$ cat config.mk
export PLATFORM = sky130hd
export DESIGN_NAME = edo_seq
export DESIGN_NICKNAME = d
export VERILOG_FILES = /design/src/rtl/edo_seq_pkg.sv /design/src/rtl/edo_timer.sv /design/src/rtl/edo_addr_path.sv /design/src/rtl/edo_lane.sv /design/src/rtl/edo_seq.sv
export SDC_FILE = /design/constraint.sdc
export NUM_CORES = 1
export LEC_CHECK = 0
export BUFFER_PORTS_ARGS = -buffer_cell sky130_fd_sc_hd__buf_2
export CAP_MARGIN = 15
export CORE_UTILIZATION = 47
export CTS_CLUSTER_DIAMETER = 150
export DETAILED_ROUTE_END_ITERATION = 12
export GPL_TIMING_DRIVEN = 0
export PLACE_DENSITY = 0.81
export REMOVE_ABC_BUFFERS = 1
export SYNTH_ARGS = -nofsm -noshare
export SYNTH_HDL_FRONTEND = slang
export SYNTH_SLANG_ARGS = --single-unit
export TNS_END_PERCENT = 50
$ cat constraint.sdc
create_clock -name clk -period 2.5 [get_ports clk]
set_clock_uncertainty 0.05 [all_clocks]
set_input_delay 0.375 -clock clk [delete_from_list [all_inputs] [get_ports clk]]
set_output_delay 0.375 -clock clk [all_outputs]
set_load 0.02 [all_outputs]
$ cat src/rtl/edo_seq_pkg.sv
// Package: shared types and helpers for the EDO DRAM sequencer.
// Assumes nothing beyond IEEE 1800-2017.
package edo_seq_pkg;

    // Sequencer states; the row strobe is low in ROW, COLSET, CAS and OPEN.
    typedef enum logic [2:0] {
        ST_IDLE   = 3'd0,
        ST_ROW    = 3'd1,
        ST_COLSET = 3'd2,
        ST_CAS    = 3'd3,
        ST_OPEN   = 3'd4,
        ST_PRE    = 3'd5
    } edo_state_t;

    // Larger of two integers, used for derived timing.
    function automatic int imax(input int a, input int b);
        return (a > b) ? a : b;
    endfunction

endpackage

$ cat src/rtl/edo_timer.sv
// Timer: three saturating age counters (time in state, time since the row
// strobe fell, time since a new column was presented) and the timing
// comparisons built on them. A counter value q at an edge means q+1 cycles
// have elapsed. Assumes CW is wide enough for the largest timing parameter.
module edo_timer #(
    parameter int CW    = 6,
    parameter int T_RCD = 2,
    parameter int T_RP  = 3,
    parameter int T_CP  = 2,
    parameter int T_CAC = 2,
    parameter int T_AA  = 3,
    parameter int T_RAC = 5
) (
    input  logic clk,
    input  logic rst_n,
    input  logic restart,
    input  logic ras_start,
    input  logic col_start,
    output logic rcd_done,
    output logic rp_done,
    output logic cp_ok,
    output logic cas_rd_done,
    output logic cas_wr_done
);

    localparam logic [CW-1:0] SAT = '1;

    logic [CW-1:0] phase_q;
    logic [CW-1:0] ras_q;
    logic [CW-1:0] col_q;

    // Cycles spent in the current state.
    always_ff @(posedge clk) begin
        if (!rst_n || restart)   phase_q <= '0;
        else if (phase_q != SAT) phase_q <= phase_q + CW'(1);
    end

    // Cycles since the row strobe fell.
    always_ff @(posedge clk) begin
        if (!rst_n || ras_start) ras_q <= '0;
        else if (ras_q != SAT)   ras_q <= ras_q + CW'(1);
    end

    // Cycles since the current column was put on the pins.
    always_ff @(posedge clk) begin
        if (!rst_n || col_start) col_q <= '0;
        else if (col_q != SAT)   col_q <= col_q + CW'(1);
    end

    // Elapsed-time comparisons against the timing parameters.
    always_comb begin
        rcd_done    = (int'(phase_q) + 1) >= T_RCD;
        rp_done     = (int'(phase_q) + 1) >= T_RP;
        cp_ok       = (int'(phase_q) + 2) >= T_CP;
        cas_wr_done = (int'(phase_q) + 1) >= T_CAC;
        cas_rd_done = cas_wr_done
                    && ((int'(col_q) + 1) >= T_AA)
                    && ((int'(ras_q) + 1) >= T_RAC);
    end

endmodule

$ cat src/rtl/edo_addr_path.sv
// Address path: latches the accepted request, keeps the open row, decides
// a page hit and drives the multiplexed address pins (row first, then
// column). Assumes accept and load_col are never high together.
module edo_addr_path #(
    parameter int ROW_W = 10,
    parameter int COL_W = 10,
    parameter int DW    = 16,
    parameter int LANES = 2,
    parameter int PIN_W = 10
) (
    input  logic                   clk,
    input  logic                   rst_n,
    input  logic                   accept,
    input  logic                   from_idle,
    input  logic                   load_col,
    input  logic [ROW_W+COL_W-1:0] req_addr,
    input  logic                   req_write,
    input  logic [DW-1:0]          req_wdata,
    input  logic [LANES-1:0]       req_be,
    output logic                   hit,
    output logic                   wr_q,
    output logic [LANES-1:0]       be_q,
    output logic [DW-1:0]          wdata_q,
    output logic                   nxt_wr,
    output logic [LANES-1:0]       nxt_be,
    output logic [PIN_W-1:0]       pin_addr
);

    logic [ROW_W-1:0] req_row;
    logic [COL_W-1:0] req_col;
    logic [ROW_W-1:0] row_q;
    logic [COL_W-1:0] col_q;
    logic [PIN_W-1:0] row_pins;
    logic [PIN_W-1:0] col_pins;
    logic [PIN_W-1:0] colq_pins;

    // Split the request address and widen both halves to the pin width.
    always_comb begin
        req_row   = req_addr[ROW_W+COL_W-1:COL_W];
        req_col   = req_addr[COL_W-1:0];
        row_pins  = '0;
        col_pins  = '0;
        colq_pins = '0;
        row_pins[ROW_W-1:0]  = req_row;
        col_pins[COL_W-1:0]  = req_col;
        colq_pins[COL_W-1:0] = col_q;
    end

    // Page-hit compare and next-cycle view of the latched attributes.
    always_comb begin
        hit    = (req_row == row_q);
        nxt_wr = accept ? req_write : wr_q;
        nxt_be = accept ? req_be    : be_q;
    end

    // Latch request attributes on acceptance; the row only when opening.
    always_ff @(posedge clk) begin
        if (!rst_n) begin
            wr_q    <= 1'b0;
            be_q    <= '0;
            wdata_q <= '0;
            col_q   <= '0;
            row_q   <= '0;
        end else if (accept) begin
            wr_q    <= req_write;
            be_q    <= req_be;
            wdata_q <= req_wdata;
            col_q   <= req_col;
            if (from_idle) row_q <= req_row;
        end
    end

    // Address pins: row on opening, column on a page hit or after tRCD.
    always_ff @(posedge clk) begin
        if (!rst_n)                   pin_addr <= '0;
        else if (accept && from_idle) pin_addr <= row_pins;
        else if (accept)              pin_addr <= col_pins;
        else if (load_col)            pin_addr <= colq_pins;
    end

endmodule

$ cat src/rtl/edo_lane.sv
// Byte lane: registered column strobe and pad drive enable for one lane,
// plus capture of that lane's read data (zero when the lane is disabled).
// Assumes the control inputs describe the next cycle.
module edo_lane #(
    parameter int LW = 8
) (
    input  logic          clk,
    input  logic          rst_n,
    input  logic          cas_on,
    input  logic          drive_on,
    input  logic          lane_en,
    input  logic          capture,
    input  logic          cap_en,
    input  logic [LW-1:0] dq_in,
    output logic          cas_n,
    output logic          dq_oe,
    output logic [LW-1:0] rd_lane
);

    // Strobe and drive enable follow the next-state decode.
    always_ff @(posedge clk) begin
        if (!rst_n) begin
            cas_n <= 1'b1;
            dq_oe <= 1'b0;
        end else begin
            cas_n <= !(cas_on && lane_en);
            dq_oe <= drive_on && lane_en;
        end
    end

    // Read capture at the end of the access window.
    always_ff @(posedge clk) begin
        if (!rst_n)       rd_lane <= '0;
        else if (capture) rd_lane <= cap_en ? dq_in : '0;
    end

endmodule

$ cat src/rtl/edo_seq.sv
// EDO DRAM access sequencer top. Accepts one request at a time, opens a
// row, presents the column, runs the column strobes per byte lane and
// keeps the row open for page hits. All strobes are registers loaded from
// the next-state decode, so they change only at clock edges. Assumes
// req_be is never zero and that the refresh owner waits for ref_gnt.
module edo_seq #(
    parameter int ROW_W = 10,
    parameter int COL_W = 10,
    parameter int DW    = 16,
    parameter int CW    = 6,
    parameter int T_RCD = 2,
    parameter int T_RP  = 3,
    parameter int T_CP  = 2,
    parameter int T_CAC = 2,
    parameter int T_AA  = 3,
    parameter int T_RAC = 5,
    localparam int AW    = ROW_W + COL_W,
    localparam int LANES = DW / 8,
    localparam int PIN_W = edo_seq_pkg::imax(ROW_W, COL_W)
) (
    input  logic             clk,
    input  logic             rst_n,
    input  logic             req_valid,
    output logic             req_ready,
    input  logic             req_write,
    input  logic [AW-1:0]    req_addr,
    input  logic [DW-1:0]    req_wdata,
    input  logic [LANES-1:0] req_be,
    output logic             rd_valid,
    output logic [DW-1:0]    rd_data,
    input  logic             ref_req,
    output logic             ref_gnt,
    output logic [PIN_W-1:0] dram_addr,
    output logic             dram_ras_n,
    output logic [LANES-1:0] dram_cas_n,
    output logic             dram_we_n,
    output logic             dram_oe_n,
    output logic [DW-1:0]    dram_dq_out,
    output logic [LANES-1:0] dram_dq_oe,
    input  logic [DW-1:0]    dram_dq_in
);

    import edo_seq_pkg::*;

    edo_state_t       state_q;
    edo_state_t       nxt;
    logic             accept;
    logic             hit;
    logic             wr_q;
    logic             nxt_wr;
    logic [LANES-1:0] be_q;
    logic [LANES-1:0] nxt_be;
    logic [DW-1:0]    wdata_q;
    logic             rcd_done;
    logic             rp_done;
    logic             cp_ok;
    logic             cas_rd_done;
    logic             cas_wr_done;
    logic             capture;
    logic             rd_valid_q;
    logic             ras_n_q;
    logic             we_n_q;
    logic             oe_n_q;

    // Handshake, refresh grant and acceptance.
    always_comb begin
        req_ready = !ref_req && ((state_q == ST_IDLE)
                  || ((state_q == ST_OPEN) && hit && cp_ok));
        accept    = req_valid && req_ready;
        ref_gnt   = (state_q == ST_IDLE) && ref_req;
    end

    // Next-state decision, including the page-hit / close choice.
    always_comb begin
        nxt = state_q;
        unique case (state_q)
            ST_IDLE:   if (accept) nxt = ST_ROW;
            ST_ROW:    if (rcd_done) nxt = ST_COLSET;
            ST_COLSET: nxt = ST_CAS;
            ST_CAS:    if (wr_q ? cas_wr_done : cas_rd_done) nxt = ST_OPEN;
            ST_OPEN: begin
                if (ref_req)                nxt = ST_PRE;
                else if (accept)            nxt = ST_COLSET;
                else if (req_valid && !hit) nxt = ST_PRE;
            end
            ST_PRE:    if (rp_done) nxt = ST_IDLE;
            default:   nxt = ST_IDLE;
        endcase
    end

    // Read data is taken on the edge that ends a read's strobe window.
    always_comb capture = (state_q == ST_CAS) && (nxt == ST_OPEN) && !wr_q;

    // State register.
    always_ff @(posedge clk) begin
        if (!rst_n) state_q <= ST_IDLE;
        else        state_q <= nxt;
    end

    // Shared strobes registered from the next-state decode.
    always_ff @(posedge clk) begin
        if (!rst_n) begin
            ras_n_q    <= 1'b1;
            we_n_q     <= 1'b1;
            oe_n_q     <= 1'b1;
            rd_valid_q <= 1'b0;
        end else begin
            ras_n_q    <= !(nxt inside {ST_ROW, ST_COLSET, ST_CAS, ST_OPEN});
            we_n_q     <= !((nxt inside {ST_ROW, ST_COLSET, ST_CAS}) && nxt_wr);
            oe_n_q     <= !((nxt == ST_CAS) && !nxt_wr);
            rd_valid_q <= capture;
        end
    end

    edo_timer #(
        .CW(CW), .T_RCD(T_RCD), .T_RP(T_RP), .T_CP(T_CP),
        .T_CAC(T_CAC), .T_AA(T_AA), .T_RAC(T_RAC)
    ) timer_i (
        .clk        (clk),
        .rst_n      (rst_n),
        .restart    (nxt != state_q),
        .ras_start  ((nxt == ST_ROW) && (state_q != ST_ROW)),
        .col_start  (nxt == ST_COLSET),
        .rcd_done   (rcd_done),
        .rp_done    (rp_done),
        .cp_ok      (cp_ok),
        .cas_rd_done(cas_rd_done),
        .cas_wr_done(cas_wr_done)
    );

    edo_addr_path #(
        .ROW_W(ROW_W), .COL_W(COL_W), .DW(DW), .LANES(LANES), .PIN_W(PIN_W)
    ) addr_i (
        .clk      (clk),
        .rst_n    (rst_n),
        .accept   (accept),
        .from_idle(state_q == ST_IDLE),
        .load_col ((state_q == ST_ROW) && (nxt == ST_COLSET)),
        .req_addr (req_addr),
        .req_write(req_write),
        .req_wdata(req_wdata),
        .req_be   (req_be),
        .hit      (hit),
        .wr_q     (wr_q),
        .be_q     (be_q),
        .wdata_q  (wdata_q),
        .nxt_wr   (nxt_wr),
        .nxt_be   (nxt_be),
        .pin_addr (dram_addr)
    );

    // One strobe / drive / capture slice per byte lane.
    for (genvar g = 0; g < LANES; g++) begin : g_lane
        edo_lane #(.LW(8)) lane_i (
            .clk     (clk),
            .rst_n   (rst_n),
            .cas_on  (nxt == ST_CAS),
            .drive_on((nxt inside {ST_COLSET, ST_CAS}) && nxt_wr),
            .lane_en (nxt_be[g]),
            .capture (capture),
            .cap_en  (be_q[g]),
            .dq_in   (dram_dq_in[g*8 +: 8]),
            .cas_n   (dram_cas_n[g]),
            .dq_oe   (dram_dq_oe[g]),
            .rd_lane (rd_data[g*8 +: 8])
        );
    end

    // Port assignments.
    always_comb begin
        dram_ras_n  = ras_n_q;
        dram_we_n   = we_n_q;
        dram_oe_n   = oe_n_q;
        dram_dq_out = wdata_q;
        rd_valid    = rd_valid_q;
    end

endmodule

Word level (Yosys, flattened, before mapping)
Cells that the tools add are included.
{"block": "totals", "reg_bits": 94, "latch_bits": 0, "ram_bits": 0, "romBits": 0, "input_bits": 59, "out_inout_bits": 52, "mem_count": 0}
{"block": "op_classes", "add_sub_neg": 7, "n_mul": 0, "n_div": 0, "n_lt_le_gt_ge": 5, "eq_ne": 15, "n_shift": 0, "n_mux": 16, "n_bitwise": 0, "n_reduce_logical": 40}
{"op": "32-bit by 3-bit >= comparator with 1-bit output (second input constant)", "n": 4}
{"op": "32-bit by 4-bit >= comparator with 1-bit output (second input constant)", "n": 1}
{"op": "10-bit two-way mux", "n": 3}
{"op": "6-bit by 1-bit adder with 7-bit output (second input constant)", "n": 3}
{"op": "3-bit two-way mux", "n": 7}
{"op": "1-bit logical AND", "n": 20}
{"op": "6-bit by 1-bit adder with 6-bit output (second input constant)", "n": 3}
{"op": "6-bit inequality test (second input constant)", "n": 3}
{"op": "3-bit one-hot mux with 6 select lines", "n": 1}
{"op": "8-bit two-way mux", "n": 2}
{"op": "3-bit by 2-bit equality test with 1-bit output (second input constant)", "n": 4}
{"op": "10-bit equality test", "n": 1}
{"op": "1-bit logical NOT", "n": 10}
{"op": "3-bit equality test (second input constant)", "n": 3}
{"op": "6-bit by 2-bit adder with 7-bit output (second input constant)", "n": 1}
{"op": "3-bit by 1-bit equality test with 1-bit output (second input constant)", "n": 2}
{"op": "3-bit nonzero test", "n": 2}
{"op": "1-bit logical OR", "n": 4}
{"op": "4-bit nonzero test", "n": 1}
{"op": "3-bit logical NOT", "n": 1}
{"op": "3-bit by 1-bit inequality test with 1-bit output (second input constant)", "n": 1}
{"op": "3-bit inequality test", "n": 1}
{"op": "1-bit two-way mux", "n": 2}
{"op": "2-bit two-way mux", "n": 1}
{"op": "other kinds (2)", "n": 2}

Logic depth before layout (Yosys ltp)
{"block": "logic_depth", "depth_word": 14, "depth_mapped": 11}

By module
From an unflattened synthesis, not the netlist that was laid out.
{"block": "hier_totals", "hier_cells": 468, "hier_area_um2": 4501.8}
{"mod": "edo_addr_path", "n_inst": 1, "cells_each": 206, "area_per_inst_um2": 2174.6, "seq_area_each_um2": 980.9}
{"mod": "edo_timer", "n_inst": 1, "cells_each": 127, "area_per_inst_um2": 1061.0, "seq_area_each_um2": 360.3}
{"mod": "edo_lane", "n_inst": 2, "cells_each": 40, "area_per_inst_um2": 394.1, "seq_area_each_um2": 200.2}
{"mod": "edo_seq", "n_inst": 1, "cells_each": 55, "area_per_inst_um2": 478.0, "seq_area_each_um2": 140.1}

Least setup slack after synthesis
Ideal clock, no wire load.
{"block": "synth_path", "kind": "register to output", "start": "register timer_i.phase_q[1]", "end": "output port req_ready", "t_arrival_ns": 2.494, "t_required_ns": 2.075, "setup_slack_ns": -0.419, "stages_incl_launch_ff": 7, "n_path_buf": 0, "path_cell_list": "dfxtp_1 > ha_1 > and3_1 > o21ai_0 > a21oi_1 > or2_2 > a2111oi_0"}
{"block": "synth_between", "elab_chain_cells": 5}
{"item": "from (decl)", "line_no": "edo_timer.sv:28", "text": "logic [CW-1:0] phase_q;"}
{"item": "from (signal assigned)", "line_no": "edo_timer.sv:35", "text": "else if (phase_q != SAT) phase_q <= phase_q + CW'(1);"}
{"item": "6-bit by 2-bit adder with 7-bit output", "line_no": "edo_timer.sv:54", "text": "cp_ok = (int'(phase_q) + 2) >= T_CP;"}
{"item": "32-bit by 3-bit >= comparator with 1-bit output", "line_no": "edo_timer.sv:54"}
{"item": "1-bit logical AND", "line_no": "edo_seq.sv:68", "text": "|| ((state_q == ST_OPEN) && hit && cp_ok));"}
{"item": "1-bit logical OR", "line_no": "edo_seq.sv:68"}
{"item": "1-bit logical AND", "line_no": "edo_seq.sv:67", "text": "req_ready = !ref_req && ((state_q == ST_IDLE)"}
{"item": "to (decl)", "line_no": "edo_seq.sv:24", "text": "output logic req_ready,"}
Every way passes these cells.

Final worst setup path
{"block": "layout_path", "start": "register timer_i.phase_q[1]", "end": "register timer_i.phase_q[0]"}
{"block": "layout_between", "elab_chain_cells": 11, "word_cells_on_any_way": 22}
{"item": "6-bit by 2-bit adder with 7-bit output", "line_no": "edo_timer.sv:54"}
{"item": "32-bit by 3-bit >= comparator with 1-bit output", "line_no": "edo_timer.sv:54"}
{"item": "1-bit logical AND", "line_no": "edo_seq.sv:68"}
{"item": "1-bit logical OR", "line_no": "edo_seq.sv:68"}
{"item": "1-bit logical AND", "line_no": "edo_seq.sv:67"}
{"item": "1-bit logical AND", "line_no": "edo_seq.sv:69", "text": "accept = req_valid && req_ready;"}
{"item": "3-bit two-way mux", "line_no": "edo_seq.sv:83", "text": "else if (accept) nxt = ST_COLSET;"}
{"item": "3-bit two-way mux", "line_no": "edo_seq.sv:82", "text": "if (ref_req) nxt = ST_PRE;"}
{"item": "3-bit one-hot mux with 6 select lines", "line_no": "edo_seq.sv:76", "text": "unique case (state_q)"}
{"item": "3-bit inequality test", "line_no": "edo_seq.sv:121", "text": ".restart (nxt != state_q),"}
{"item": "1-bit logical OR", "line_no": "edo_timer.sv:34", "text": "if (!rst_n || restart) phase_q <= '0;"}
Several ways; a longest one is shown, not always the timed one.
A chain may end at the register's enable or synchronous reset.

==> impl_results.md <==
* Remaining DRCs at 0
* Max Slew Vio Count at 0
* Initial core utilization at 48.1%
* Area leader, netlist: dfxtp_1
* Synthesized instance count at 481
* Relative slew margins at 56.0%
* Avg Synthesized Cell Area at 8.68 um2
* Drt first pass iters at 4
* Post-Route WL at 10.8 mm
* WL/cell at 15.2 um
* Worst Path Arrival at 2.86 ns
* Async set or reset register ratio after synthesis at 0%
* Endpoints failing hold at 0
* Ys Warns at 0
* Run status: finished, violations left
* Final Critical Period at 2.61 ns
* Root Driver: clkbuf_8
* Seq/Total Area, Yosys at 45.1%
* First-pass GRT wire length at 15.4 mm
* Largest net degree at the start of global routing at 33
* Detailed placer's ending HPWL at 6.83 mm
* Worst path bufs/invs at 0
* Synth Flop Type: dfxtp_1
* # port buffers at 110
* Initial antenna violation count at 0
* Multi-input gate area at 2340 um2
* GP Congestion at 0.776
* # setup viols final at 27
* Slew @ Worst Pin at 0.659 ns
* Fmax at 383 MHz
* Area Growth Syn to Fin at 31.2%
* CTS tree: done
* Post-Route Setup TNS at -1.20 ns
* Sw Share at 35.2%
* Psw at 0.00153 W
* Tcrit/Tclk final at 104%
* Maximum net fanout on the critical path at 6
* Final design area excluding fillers at 5480 um2
* Crit path capture type: flip-flop
* Leakage at 2.31 nW
* CTS clock-pin slew for the worst setup and hold paths at 0.10 ns
* Cells after DPL at 675
* I/O Pins at 111
* Startpoint Class: flip-flop
* Iter 0 DRT Violations at 229
* Synth top area cells: dfxtp_1 45%, nand2_1 7.8%, a21oi_1 7.2%, a22o_1 5.5%, nor2_1 4.0%
* Comb pwr share at 33.3%
* Die H at 96.2 um
* Layout Nets at 670
* Max-Cap Viols at 0
* Diodes inserted at 0
* Slowest-stage cell, CP: or4_4
* Count of flip-flops with a built-in enable after synthesis at 0
* H-tree levels at 3
* Failing checks: negative setup slack
* CTS Buf Count at 9
* Internal power at 0.00281 W
* Peak supply drop at 0.000473 V
* Synth unique cells at 58
* Unrepaired setup endpoints after global routing: yes
* Post-route insts no fill at 714
* Std-Cell Core Area at 8680 um2
* Total power at 0.00435 W
* Share of cells above drive strength 1 at 34.3%
* Fill count at 682
* Critical Path Most Common Cell: a211o_4
* Critical Path Max Stage Delay at 0.50 ns
* Cell Chain, Critical Path: ha_4 -> xor2_2 -> or3_4 -> or4_4 -> and3_4 -> a211o_4 -> a211o_4 -> nor2_2
* Yosys reg bits at 94
* TritonCTS Sinks at 94
* Grt ovf at 0
* Power per standard cell area at 794 nW/um2
* Sequential cell fraction of total power at 41.8%
* Skew-Pair Late Insertion Delay at 0.36 ns
* Antenna-violating nets left at 0
* CP top delay family: simple AND/OR/NAND/NOR gates
* CTS max path bufs at 2
* Post-synth top area share at 45.1%
* Final Worst Setup Slack at -0.109 ns
* Sequential Area at 1900 um2
* Vias in the first global route at 3444
* Hold Path Class: in -> reg
* Mean number of vias per cell at 5.42
* Mapped Area at 4170 um2
* Row cnt at 34
* Gr usage total at 21.3%
* Clk pwr share at 24.9%
* DIE AREA at 9260 um2
* Chip width at 96.2 um
* Req. time, crit path at 2.75 ns
* DR vias at 3871
* Crit path kind: reg -> reg
* DP Area at 4800 um2
timing repair:
item	in CTS	in global routing
cloned	0	1
gates resized for setup	45	13
endpoints found under the setup margin	77	76
hold buffers	0	0
hold endpoints to repair	0	0
buffers inserted	15	7
pin swaps	20	18
registers in the layout, summed over array words and instances (netlist names), 3 cells and up:
signal / cells
addr_i.col_q: 10
addr_i.pin_addr: 10
addr_i.row_q: 10
addr_i.wdata_q: 16
g_lane.lane_i.rd_lane: 16
state_q: 3
timer_i.col_q: 6
timer_i.phase_q: 6
timer_i.ras_q: 6
path summary, 6_finish.rpt:
kind / startpoint / to / slack [ns] / cells past startpoint
max: timer_i.phase_q[1] / timer_i.phase_q[0] / -0.11 / 8
max reg2reg: timer_i.phase_q[1] / timer_i.phase_q[0] / -0.11 / 8
min: dram_dq_in[15] / g_lane[1].lane_i.rd_lane[7] / 0.17 / 2
min reg2reg: addr_i.wdata_q[4] / addr_i.wdata_q[4] / 0.41 / 2
per-layer routing:
layer / GRT usage [%] / wire, um / up-vias
met2: 37.4 / 5400 / 148
met1: 25.1 / 4450 / 1795
met4: 6.97 / 227 / 0
met3: 5.53 / 744 / 26
met5: 0 / 0 / -
li1: - / - / 1902
power by group through the flow:
| stage | logic [W] | clock network [W] | registers [W] |
|---|---|---|---|
| after CTS | 0.00131 | 0.00109 | 0.00180 |
| after detailed placement | 0.00108 | 0 | 0.00181 |
| final | 0.00145 | 0.00108 | 0.00182 |
| after floorplan | 0.000677 | 0 | 0.00187 |
| after global routing | 0.00157 | 0.00116 | 0.00184 |
| after global placement | 0.00102 | 0 | 0.00181 |
per-stage QoR:
| stage | hold slack (ns) | setup WS, ns | utilization [%] |
|---|---|---|---|
| floorplan | 0.381 | -1.25 | - |
| global placement | 0.385 | -2.70 | 54.4 |
| CTS | 0.157 | -0.104 | 61.6 |
| finish | 0.171 | -0.109 | 63.1 |
| global route | 0.159 | -0.194 | 63.1 |
| detailed placement | 0.393 | -0.780 | 55.4 |
placed cells by master, fill, tap and decap left out, types with 4 or more instances in the layout:
master    Yosys  routed
nand2_1      87      86
nand3_1       5       4
nor2_1       45      39
nor3_1        8       6
inv_1        11       9
dfxtp_1      94      89
a22o_1       26      26
clkbuf_8      0      10
mux2i_1      14      13
ha_1         10       5
xnor2_1      12      12
xor2_1        9       8
nand2b_1      6       5
nor2_2        0       4
a21oi_1      60      58
ha_4          0       4
buf_2         5     109
buf_4         5      19
cells in the mapped netlist (2+ instances only):
library cell / number
nand4b_1: 2
nand3b_1: 3
mux2i_1: 14
nor2_1: 45
xnor2_1: 12
inv_1: 11
a22o_1: 26
a21oi_1: 60
dfxtp_1: 94
and2_1: 2
nor3_1: 8
o21ai_0: 4
nor2b_1: 2
nand3_1: 5
or2_2: 5
nand2_1: 87
ha_1: 10
o21a_1: 2
or3_1: 3
a31oi_1: 3
nand2b_1: 6
xor2_1: 9
clkbuf_1: 17
buf_2: 5
and4b_1: 2
a211o_4: 2
nand4_1: 3
and3_1: 2
a41oi_1: 2
buf_4: 5
nor4_1: 3
final cells by class:
cell class	instances	area share (%)
clock buffer	10	2.51
inverter	12	0.868
clock inverter	6	1.37
multi-input combinational	347	42.7
tap	108	2.47
timing repair buffer	137	15.4
sequential	94	34.6
logic make-up (layout without fill, tap and decap cells):
family / after synthesis / after routing / synth area share (%)
flip-flops: 94 / 94 / 45.1
XOR/XNOR: 21 / 21 / 4.41
AO/OA/AOI/OAI: 113 / 113 / 18.1
adder cells (fa/ha/maj): 10 / 10 / 3.00
buffers and inverters: 40 / 165 / 4.38
AND/OR/NAND/NOR: 188 / 188 / 21.3
multiplexers: 15 / 15 / 3.72
(Power assumes the default switching activity.)
